`config.mk`:
```
export PLATFORM = sky130hd
export DESIGN_NAME = mem_window_decoder
export DESIGN_NICKNAME = d
export VERILOG_FILES = /design/src/rtl/mwd_pkg.sv /design/src/rtl/mwd_sec_decode.sv /design/src/rtl/mwd_mode_ctrl.sv /design/src/rtl/mwd_reg_bank.sv /design/src/rtl/mem_window_decoder.sv
export SDC_FILE = /design/constraint.sdc
export NUM_CORES = 1
export LEC_CHECK = 0
export ABC_AREA = 1
export ABC_CLOCK_PERIOD_IN_PS = 2800
export BUFFER_PORTS_ARGS = -buffer_cell sky130_fd_sc_hd__buf_4
export CORE_MARGIN = 5
export CORE_UTILIZATION = 45
export DETAILED_ROUTE_END_ITERATION = 6
export PLACE_DENSITY_LB_ADDON = 0.2
export SLEW_MARGIN = 5
export SYNTH_ARGS = -nofsm -noshare
export SYNTH_HDL_FRONTEND = slang
export SYNTH_SLANG_ARGS = --single-unit
```
`constraint.sdc`:
```
create_clock -name clk -period 2.8 [get_ports clk]
set_input_delay 0.28 -clock clk [delete_from_list [all_inputs] [get_ports clk]]
set_output_delay 0.28 -clock clk [all_outputs]
set_load 0.005 [all_outputs]
```
`src/rtl/mwd_pkg.sv`:
```
package mwd_pkg;
   typedef enum logic {
      MODE_LOCKED = 1'b0,
      MODE_OPEN   = 1'b1
   } mode_e;

   typedef enum logic [1:0] {
      SEC_BOOT_LO = 2'd0,
      SEC_BOOT_HI = 2'd1,
      SEC_REGS    = 2'd2,
      SEC_FLASH   = 2'd3
   } sec_e;
endpackage

```
`src/rtl/mwd_sec_decode.sv`:
```
module mwd_sec_decode
   import mwd_pkg::*;
#(
   parameter int ADDR_W  = 13,
   parameter int BOOT_AW = 6,
   parameter int REG_AW  = 2
) (
   input  logic [ADDR_W-1:0]  addr,
   output sec_e               sec,
   output logic [BOOT_AW:0]   rom_idx,
   output logic [ADDR_W-3:0]  win_off,
   output logic [REG_AW-1:0]  reg_idx
);
   localparam int SEC_AW = ADDR_W - 2;

   generate
      if (BOOT_AW >= SEC_AW) begin : g_bad_boot
         $error("boot half must be smaller than a section");
      end
      if (REG_AW < 1 || REG_AW >= SEC_AW) begin : g_bad_reg
         $error("register index width out of range");
      end
   endgenerate

   // top two address bits pick the section; lsb of the section picks the boot half
   assign sec     = sec_e'(addr[ADDR_W-1 -: 2]);
   assign rom_idx = {addr[SEC_AW], addr[BOOT_AW-1:0]};
   assign win_off = addr[SEC_AW-1:0];
   assign reg_idx = addr[REG_AW-1:0];
endmodule

```
`src/rtl/mwd_mode_ctrl.sv`:
```
module mwd_mode_ctrl
   import mwd_pkg::*;
#(
   parameter int                DATA_W     = 8,
   parameter logic [DATA_W-1:0] UNLOCK_KEY = 8'hA5
) (
   input  logic              clk,
   input  logic              rst_n,
   input  logic              any_wr,
   input  logic              ctrl_wr,
   input  logic [DATA_W-1:0] wdata,
   input  logic              boot_trig,
   output mode_e             mode,
   output logic              armed
);
   localparam logic [DATA_W-1:0] KEY_INV = ~UNLOCK_KEY;

   generate
      if (DATA_W < 2) begin : g_bad_width
         $error("data width too small for the unlock key");
      end
   endgenerate

   mode_e mode_q;
   logic  armed_q;

   always_ff @(posedge clk or negedge rst_n) begin
      if (!rst_n) begin
         mode_q  <= MODE_LOCKED;
         armed_q <= 1'b0;
      end else if (boot_trig) begin
         mode_q  <= MODE_OPEN;
         armed_q <= 1'b0;
      end else if (mode_q == MODE_LOCKED) begin
         if (any_wr) begin
            if (ctrl_wr && armed_q && wdata == KEY_INV) begin
               mode_q  <= MODE_OPEN;
               armed_q <= 1'b0;
            end else begin
               armed_q <= ctrl_wr && (wdata == UNLOCK_KEY);
            end
         end
      end else begin
         armed_q <= 1'b0;
         if (ctrl_wr && wdata[0]) mode_q <= MODE_LOCKED;
      end
   end

   assign mode  = mode_q;
   assign armed = armed_q;

   // complement after an armed key opens the block
   assert_unlock_done_R6: assert property (@(posedge clk) disable iff (!rst_n)
      (mode_q == MODE_LOCKED && armed_q && ctrl_wr && wdata == KEY_INV) |=> mode_q == MODE_OPEN);
   // without an armed complement write the block stays locked
   assert_stay_locked_R6: assert property (@(posedge clk) disable iff (!rst_n)
      (mode_q == MODE_LOCKED && !boot_trig && !(armed_q && ctrl_wr)) |=> mode_q == MODE_LOCKED);
   assert_armed_locked_R6: assert property (@(posedge clk) disable iff (!rst_n)
      armed_q |-> mode_q == MODE_LOCKED);
   // boot-detect wins
   assert_trig_opens_R8: assert property (@(posedge clk) disable iff (!rst_n)
      boot_trig |=> mode_q == MODE_OPEN);
   // relock
   assert_relock_R7: assert property (@(posedge clk) disable iff (!rst_n)
      (mode_q == MODE_OPEN && ctrl_wr && wdata[0] && !boot_trig) |=> mode_q == MODE_LOCKED);
endmodule

```
`src/rtl/mwd_reg_bank.sv`:
```
module mwd_reg_bank #(
   parameter int DATA_W = 8,
   parameter int REG_AW = 2
) (
   input  logic              clk,
   input  logic              rst_n,
   input  logic              locked,
   input  logic              wr_en,
   input  logic [REG_AW-1:0] idx,
   input  logic [DATA_W-1:0] wdata,
   output logic [DATA_W-1:0] rdata
);
   localparam int REG_N = 1 << REG_AW;

   generate
      if (REG_N > 256) begin : g_bad_depth
         $error("register bank too deep");
      end
   endgenerate

   // slot 0 is the control register: no storage, reads as zero
   logic [REG_N-1:0][DATA_W-1:0] regs_q;

   always_ff @(posedge clk or negedge rst_n) begin
      if (!rst_n) begin
         regs_q <= '0;
      end else if (wr_en && idx != '0) begin
         regs_q[idx] <= wdata;
      end
   end

   assign rdata = regs_q[idx];

   // bank contents frozen while locked
   assert_locked_hold_R5: assert property (@(posedge clk) disable iff (!rst_n)
      locked |=> $stable(regs_q));
   assert_locked_no_wr_R5: assert property (@(posedge clk) disable iff (!rst_n)
      locked |-> !wr_en);
endmodule

```
`src/rtl/mem_window_decoder.sv`:
```
module mem_window_decoder
   import mwd_pkg::*;
#(
   parameter int                ADDR_W     = 13,
   parameter int                DATA_W     = 8,
   parameter int                BOOT_AW    = 6,
   parameter int                REG_AW     = 2,
   parameter logic [DATA_W-1:0] UNLOCK_KEY = 8'hA5
) (
   input  logic              clk,
   input  logic              rst_n,
   input  logic              bus_sel,
   input  logic              bus_rd,
   input  logic              bus_wr,
   input  logic [ADDR_W-1:0] bus_addr,
   input  logic [DATA_W-1:0] bus_wdata,
   output logic [DATA_W-1:0] bus_rdata,
   output logic              bus_rvalid,
   input  logic              boot_trig,
   output logic              mode_normal,
   output logic [BOOT_AW:0]  rom_addr,
   input  logic [DATA_W-1:0] rom_data,
   output logic              fl_rd,
   output logic              fl_wr,
   output logic [ADDR_W-3:0] fl_addr,
   output logic [DATA_W-1:0] fl_wdata,
   input  logic [DATA_W-1:0] fl_rdata
);
   generate
      if (ADDR_W < 4) begin : g_bad_addr
         $error("address too narrow for four sections");
      end
   endgenerate

   sec_e              sec;
   logic [REG_AW-1:0] reg_idx;
   logic [ADDR_W-3:0] win_off;
   mode_e             mode;
   logic              armed;
   logic [DATA_W-1:0] reg_rdata;
   logic [DATA_W-1:0] rd_mux;
   logic [DATA_W-1:0] rdata_q;
   logic              rvalid_q;

   wire wr_cyc  = bus_sel & bus_wr;
   wire rd_cyc  = bus_sel & bus_rd & ~bus_wr;
   wire is_open = (mode == MODE_OPEN);
   wire in_regs = (sec == SEC_REGS);
   wire ctrl_wr = wr_cyc & in_regs & (reg_idx == '0);
   wire reg_wr  = wr_cyc & is_open & in_regs;

   mwd_sec_decode #(.ADDR_W(ADDR_W), .BOOT_AW(BOOT_AW), .REG_AW(REG_AW)) u_dec (
      .addr    (bus_addr),
      .sec     (sec),
      .rom_idx (rom_addr),
      .win_off (win_off),
      .reg_idx (reg_idx)
   );

   mwd_mode_ctrl #(.DATA_W(DATA_W), .UNLOCK_KEY(UNLOCK_KEY)) u_mode (
      .clk       (clk),
      .rst_n     (rst_n),
      .any_wr    (wr_cyc),
      .ctrl_wr   (ctrl_wr),
      .wdata     (bus_wdata),
      .boot_trig (boot_trig),
      .mode      (mode),
      .armed     (armed)
   );

   mwd_reg_bank #(.DATA_W(DATA_W), .REG_AW(REG_AW)) u_regs (
      .clk    (clk),
      .rst_n  (rst_n),
      .locked (~is_open),
      .wr_en  (reg_wr),
      .idx    (reg_idx),
      .wdata  (bus_wdata),
      .rdata  (reg_rdata)
   );

   assign fl_rd    = rd_cyc & is_open & (sec == SEC_FLASH);
   assign fl_wr    = wr_cyc & is_open & (sec == SEC_FLASH);
   assign fl_addr  = win_off;
   assign fl_wdata = bus_wdata;

   always_comb begin
      rd_mux = rom_data;
      if (is_open) begin
         unique case (sec)
            SEC_REGS:  rd_mux = reg_rdata;
            SEC_FLASH: rd_mux = fl_rdata;
            default:   rd_mux = rom_data;
         endcase
      end
   end

   always_ff @(posedge clk or negedge rst_n) begin
      if (!rst_n) begin
         rdata_q  <= '0;
         rvalid_q <= 1'b0;
      end else begin
         rvalid_q <= rd_cyc;
         if (rd_cyc) rdata_q <= rd_mux;
      end
   end

   assign bus_rdata   = rdata_q;
   assign bus_rvalid  = rvalid_q;
   assign mode_normal = is_open;

   // no flash traffic while locked
   assert_no_flash_locked_R5: assert property (@(posedge clk) disable iff (!rst_n)
      !mode_normal |-> !(fl_wr || fl_rd));
   // flash strobes only in section 3
   assert_flash_sec_R10: assert property (@(posedge clk) disable iff (!rst_n)
      (fl_wr || fl_rd) |-> bus_addr[ADDR_W-1 -: 2] == 2'b11);
   // read data valid exactly one cycle after a read cycle
   assert_rvalid_R3: assert property (@(posedge clk) disable iff (!rst_n)
      (bus_sel && bus_rd && !bus_wr) |=> bus_rvalid);
   assert_no_rvalid_R3: assert property (@(posedge clk) disable iff (!rst_n)
      !(bus_sel && bus_rd && !bus_wr) |=> !bus_rvalid);
   assert_armed_mode_R6: assert property (@(posedge clk) disable iff (!rst_n)
      armed |-> !mode_normal);
endmodule

```
==> metrics.txt, run 1 <==
chip height=82.8 um; Skew-Pair Late Insertion Delay=~0.30 ns; CTS clock-pin slew for the worst setup and hold paths=roughly 0.090 ns; Switching Power=428 uW; Initial Utilization=a little under half; worst reg2reg startpoint=u_mode.mode; setup_tns=0 ns; Final Max Tran Viols=0; Tcrit/Tclk final=between 60% and 70%; CP startpoint kind=register; Mapped Area=approximately 2400 um2; RSZ-0062 raised after global routing=no; r2r setup slk=1.30 ns; Synth Instances=~310; Comb pwr share=between 20% and 30%; I/O Buffers=58; Design Area, Final=roughly 2700 um2; GRT Overall Usage=15.7%; CP Class=register to primary output; syn_nets=356; final net count=380; cell family with most CP delay=flip-flops; Detailed Route WL=~5.2 mm; TritonCTS Buffers=5; critical path capture point type=primary output; CP max stage cell=dfrtp_1; CTS tree=yes; grt total ovfl=0; critical path arrival=1.63 ns; crit path cell chain=inv_2 > nor2_1 > inv_1 > nor2_1 > buf_4; endpoints failing hold=0; Worst Setup SP=u_mode.mode; Ys Warns=0; most common cell after layout, fill and taps aside=nand2_1; Hold Crit Start=boot_trig; Max-slew headroom=63.2%; Std-Cell Rows=26; area of the multi-input gates=~950 um2; status=complete, no violations; Tmin final=around 1.9 ns; Placed Area=around 2600 um2; Routed WL per cell=12.8 um; Required @ worst endpoint=2.52 ns; dpl ws=around 1.2 ns; ant diodes=0; Clock Path Buffers=2; area grow syn2layout=14.1%; Worst-Margin Slew=about 0.55 ns; Setup violations, final=0; most frequent CP cell=nor2_1; cts repair resizes=0; final setup margin=between 0.8 and 0.9 ns; Net Sw Frac=a little under 30%; initial DRC count=131; max frequency=0.524 GHz; CTS H-Tree Depth=2; Max Cap Viol=0; HP Class=input pin to register; storage element area=approximately 1100 um2; worst path buffer plus inverter count=3; Die W=82.8 um; final RePlAce weighted congestion=roughly 0.8; drt pass-1 iters=4; clock sinks=43; Max stage delay on crit path=0.57 ns; DRC violation count after routing=0; Reg power frac=about half; ANT nets after route=0; Yosys cell types=24; Int Power=around 1 mW; part of the power in the clock network=28.6%; most frequent cells in the layout=nand2_1, buf_4, dfrtp_1; worst clock skew=approximately 0.01 ns; non-filler cells, final=~410; CORE AREA=roughly 5100 um2; first-pass GRT wire length=between 8 and 9 mm; register bit total from synthesis=43; vias per cell=around 4.7; proportion of layout cells with a drive suffix above 1=a little under a quarter; placed cell count=between 300 and 400; Fillers=about 530; Clock Tree Root=clkbuf_8; crit path max fanout=10; Seq/Total Area, Yosys=a little under half; PwrDens=531 nW/um2; number of global-route vias before repair=1,776; synthesized area per cell=between 7 and 8 um2; Max VDD drop=227 uV; largest net degree at the start of global routing=between 40 and 50; leakage power=about 1.4 nW; Die ar.=roughly 7000 um2; HPWL Detailed=around 3.8 mm; antenna violations before repair=0; # IOs=81; Via Count=around 1.9k
[final cells by class]
cell class | instances | share of cell area, %
clock buffer | 5 | 2.53
clock inverter | 3 | 0.873
inverter | 16 | 2.30
multi-input combinational | 211 | 34.9
sequential | 43 | 39.5
tap | 70 | 3.22
timing repair buffer | 60 | 16.6
[metrics by stage]
stage               utilization, %  hold WS, ns  total power, mW
floorplan                        -      -0.0156            0.933
global route                  53.0        0.231             1.54
global placement              51.0        0.309             1.04
finish                        53.0        0.232             1.44
CTS                           53.0        0.218             1.46
detailed placement            51.0        0.316             1.05
[Yosys cell counts]
master | number | area (um2)
nand2_1 | 136 | 510
dfrtp_1 | 43 | 1080
buf_4 | 29 | 218
nor2_1 | 22 | 82.6
o21ai_1 | 20 | 100
a21oi_1 | 14 | 70.1
inv_1 | 12 | 45.0
clkbuf_1 | 8 | 30.0
o21ai_2 | 4 | 35.0
buf_2 | 3 | 15.0
buf_6 | 3 | 33.8
nand3_1 | 3 | 15.0
nand4_4 | 3 | 63.8
inv_2 | 2 | 7.51
nand4_1 | 2 | 12.5
clkinv_1 | 1 | 3.75
inv_4 | 1 | 6.26
nand2_2 | 1 | 6.26
nor2_4 | 1 | 11.3
nor2_8 | 1 | 20.0
nor3_1 | 1 | 5.00
nor3b_1 | 1 | 7.51
nor4_1 | 1 | 6.26
o21ai_0 | 1 | 5.00
[registers in the layout, indices dropped and copies added, names as in the netlist]
name and cells:
u_mode.mode 1, u_mode.armed 1, bus_rdata 8, u_regs.regs_q 32, bus_rvalid 1
[timing repair]
item                      CTS  global route
hold endpoints to repair   43             0
setup buffers               0             0
hold buffers                1             0
[worst min-delay path, cell delays in order]
cell	delay, ns
buf_4	0.10
o21ai_0	0.07
nand2_1	0.05
[cells by family (layout without fill, tap and decap cells)]
group                  Yosys count  in the layout  synth area share [%]
AOI/OAI and AO/OA               39             39                  8.81
buffers and inverters           59             84                  15.0
DFF                             43             43                  45.1
and+or+nand+nor                172            172                  31.0
[power by group through the flow]
stage / combinational (mW) / clock [mW] / sequential, mW
floorplan: 0.186 / 0 / 0.747
global placement: 0.287 / 0 / 0.753
detailed placement: 0.291 / 0 / 0.755
CTS: 0.294 / 0.422 / 0.742
global route: 0.328 / 0.459 / 0.753
finish: 0.288 / 0.413 / 0.743
[routing by layer]
layer / vias to the layer above / wire (um) / GRT usage, %
met5: - / 0 / 0
met4: 0 / 80 / 5.35
met3: 12 / 442 / 5.94
met2: 61 / 2110 / 22.6
met1: 827 / 2580 / 21.5
li1: 1003 / - / -
[final timing paths]
path	end	cells after the start
setup / recovery	fl_rd	5
hold / removal	u_mode.mode	3
setup reg to reg	u_regs.regs_q[19]	5
hold reg to reg	u_regs.regs_q[3]	0
max in group asynchronous	bus_rdata[4]	2
min in group asynchronous	u_regs.regs_q[20]	2
Note: power is estimated with default switching activity, not from simulation.
==> run 2, diff against run 1 <==
--- a/config.mk
+++ b/config.mk
@@ -6,7 +6,7 @@
 export NUM_CORES = 1
 export LEC_CHECK = 0
 export ABC_AREA = 1
-export ABC_CLOCK_PERIOD_IN_PS = 2800
+export ABC_CLOCK_PERIOD_IN_PS = 1600
 export BUFFER_PORTS_ARGS = -buffer_cell sky130_fd_sc_hd__buf_4
 export CORE_MARGIN = 5
 export CORE_UTILIZATION = 45
==> constraint.sdc (replaced) <==
create_clock -name clk -period 1.6 [get_ports clk]
set_input_delay 0.16 -clock clk [delete_from_list [all_inputs] [get_ports clk]]
set_output_delay 0.16 -clock clk [all_outputs]
set_load 0.005 [all_outputs]
==> metrics.txt, run 2 (same netlist as run 1, synthesis figures left out) <==
DRC violation count after routing=0 (unchanged); grt total ovfl=0 (unchanged); vias per cell=4.57 (-2.1%); worst clock skew=0.00826 ns (-0.00176 ns); setup_tns=0 ns (unchanged); initial DRC count=73 (-44%); Final Max Tran Viols=0 (unchanged); Required @ worst endpoint=1.44 ns (-1.08 ns); Die ar.=6860 um2 (unchanged); final RePlAce weighted congestion=0.843 (+5.3%); Worst Hold Path EP=u_mode.mode; RSZ-0062 raised after global routing=no; CTS clock-pin slew for the worst setup and hold paths=0.08 ns (about the same); Via Count=1,882 (-1.1%); Max Cap Viol=0 (unchanged); Biggest register=u_regs.regs_q; # IOs=81 (unchanged); Clock Path Buffers=2 (unchanged); worst reg2reg startpoint=u_mode.mode; worst path buffer plus inverter count=3 (unchanged); clock sinks=43 (unchanged); r2r setup slk=0.25 ns (-1.05 ns); PwrDens=906 nW/um2 (+71%); status=complete, no violations; Routed WL per cell=12.4 um (-2.9%); Die W=82.8 um (unchanged); final setup margin=0.115 ns (-0.778 ns); Reg2Reg Depth=5 (unchanged); most common cell after layout, fill and taps aside=nand2_1; chip height=82.8 um (unchanged); Std-Cell Rows=26 (unchanged); Max VDD drop=467 uV (+110%); TritonCTS Buffers=5 (unchanged); worst hold path depth=3 (unchanged); Detailed Route WL=5.12 mm (-1.9%); antenna violations before repair=0 (unchanged); Tmin final=between 1 and 1.5 ns; ANT nets after route=0 (unchanged); Setup Buffers After CTS=0 (unchanged); drt pass-1 iters=4 (unchanged); proportion of layout cells with a drive suffix above 1=24.6% (+0.89 points); area grow syn2layout=15.2%; WP depth=5 (unchanged); crit path max fanout=7 (-3); endpoints failing hold=0 (unchanged); crit path cell chain=inv_2 > nor2_1 > inv_1 > nor2_1 > buf_4; GRT Overall Usage=15.6% (-0.069 points); Hold Crit Start=boot_trig; Setup violations, final=0 (unchanged); Reg2Reg Capture Point=u_regs.regs_q[8]; first-pass GRT wire length=8.87 mm (about the same); ant diodes=0 (unchanged); HPWL Detailed=3.82 mm (+1.3%); CP max stage cell=dfrtp_1; critical path capture point type=primary output; number of global-route vias before repair=1,839 (+3.5%); Fillers=539 (+2.1%); CTS tree=yes; Initial Utilization=46.4% (unchanged); Clock Tree Root=clkbuf_8; Max stage delay on crit path=0.47 ns (-0.10 ns); Worst-Margin Slew=0.543 ns (-0.00942 ns); Max-slew headroom=63.8% (+0.63 points); HP Class=input pin to register; max frequency=just under 0.7 GHz; CP Class=register to primary output; most frequent cells in the layout=nand2_1, buf_4, dfrtp_1; I/O Buffers=58 (unchanged); cell family with most CP delay=flip-flops; Skew-Pair Late Insertion Delay=0.29 ns (about the same); final net count=384 (+1.1%); CORE AREA=5140 um2 (unchanged); most frequent CP cell=nor2_1; Tcrit/Tclk final=92.8%; largest net degree at the start of global routing=44 (unchanged); dpl ws=0.248 ns (-0.977 ns); max reg flops=32 (unchanged); critical path arrival=1.32 ns (-0.31 ns); leakage power=1.45 nW (+1.3%); CP startpoint kind=register; CTS H-Tree Depth=2 (unchanged)
[run 2: cell type report]
cell class                 count  area, um2  share of cell area (%)
sequential                    43       1080                    39.1
timing repair buffer          64        483                    17.6
multi-input combinational    211        951                    34.6
clock buffer                   5       68.8                    2.50
clock inverter                 3       20.0                   0.728
inverter                      16       62.6                    2.28
tap                           70       87.6                    3.19
[run 2: worst max-delay path by stage]
stage                     start           endpoint  slack [ns]
floorplan           u_mode.mode  u_regs.regs_q[15]        0.35
global placement    u_mode.mode   u_regs.regs_q[8]        0.29
detailed placement  u_mode.mode  u_regs.regs_q[14]        0.25
CTS                 u_mode.mode              fl_rd         0.1
global route        u_mode.mode              fl_rd        0.04
finish              u_mode.mode              fl_rd        0.12
[run 2: repair_timing]
action | 4_1_cts | 5_1_grt
gates resized for setup | 0 | 0
hold buffers | 1 | 0
hold endpoints to repair | 43 | 0
[run 2: metal layers]
layer | GRT usage, % | part of all wire (%)
met1 | 22.4 | 50
met2 | 21.6 | 41
met3 | 5.15 | 7.5
met4 | 5.94 | 2.1
met5 | 0 | 0
[run 2: per-stage QoR]
stage	util (%)	hold slack, ns	total power, mW	area [um2]	std cells
2_1_floorplan	-	-0.136	1.63	2390	313
3_3_place_gp	51.6	0.185	1.83	2650	403
3_5_place_dp	51.6	0.183	1.84	2650	403
4_1_cts	53.5	0.112	2.52	2750	412
5_1_grt	53.5	0.152	2.66	2750	412
6_report	53.5	0.125	2.49	2750	412
[run 2: report_power, final]
group          total (mW)  switching (mW)  internal [mW]
Clock               0.680           0.377          0.304
Combinational       0.511           0.265          0.246
Sequential           1.30          0.0751           1.22
[run 2: worst register-to-register path, cell delays in order, from the launching register on]
cell and delay, ns:
dfrtp_1 0.47, inv_2 0.10, nor2_8 0.21, nand4_4 0.26, nand2_1 0.15, o21ai_2 0.06
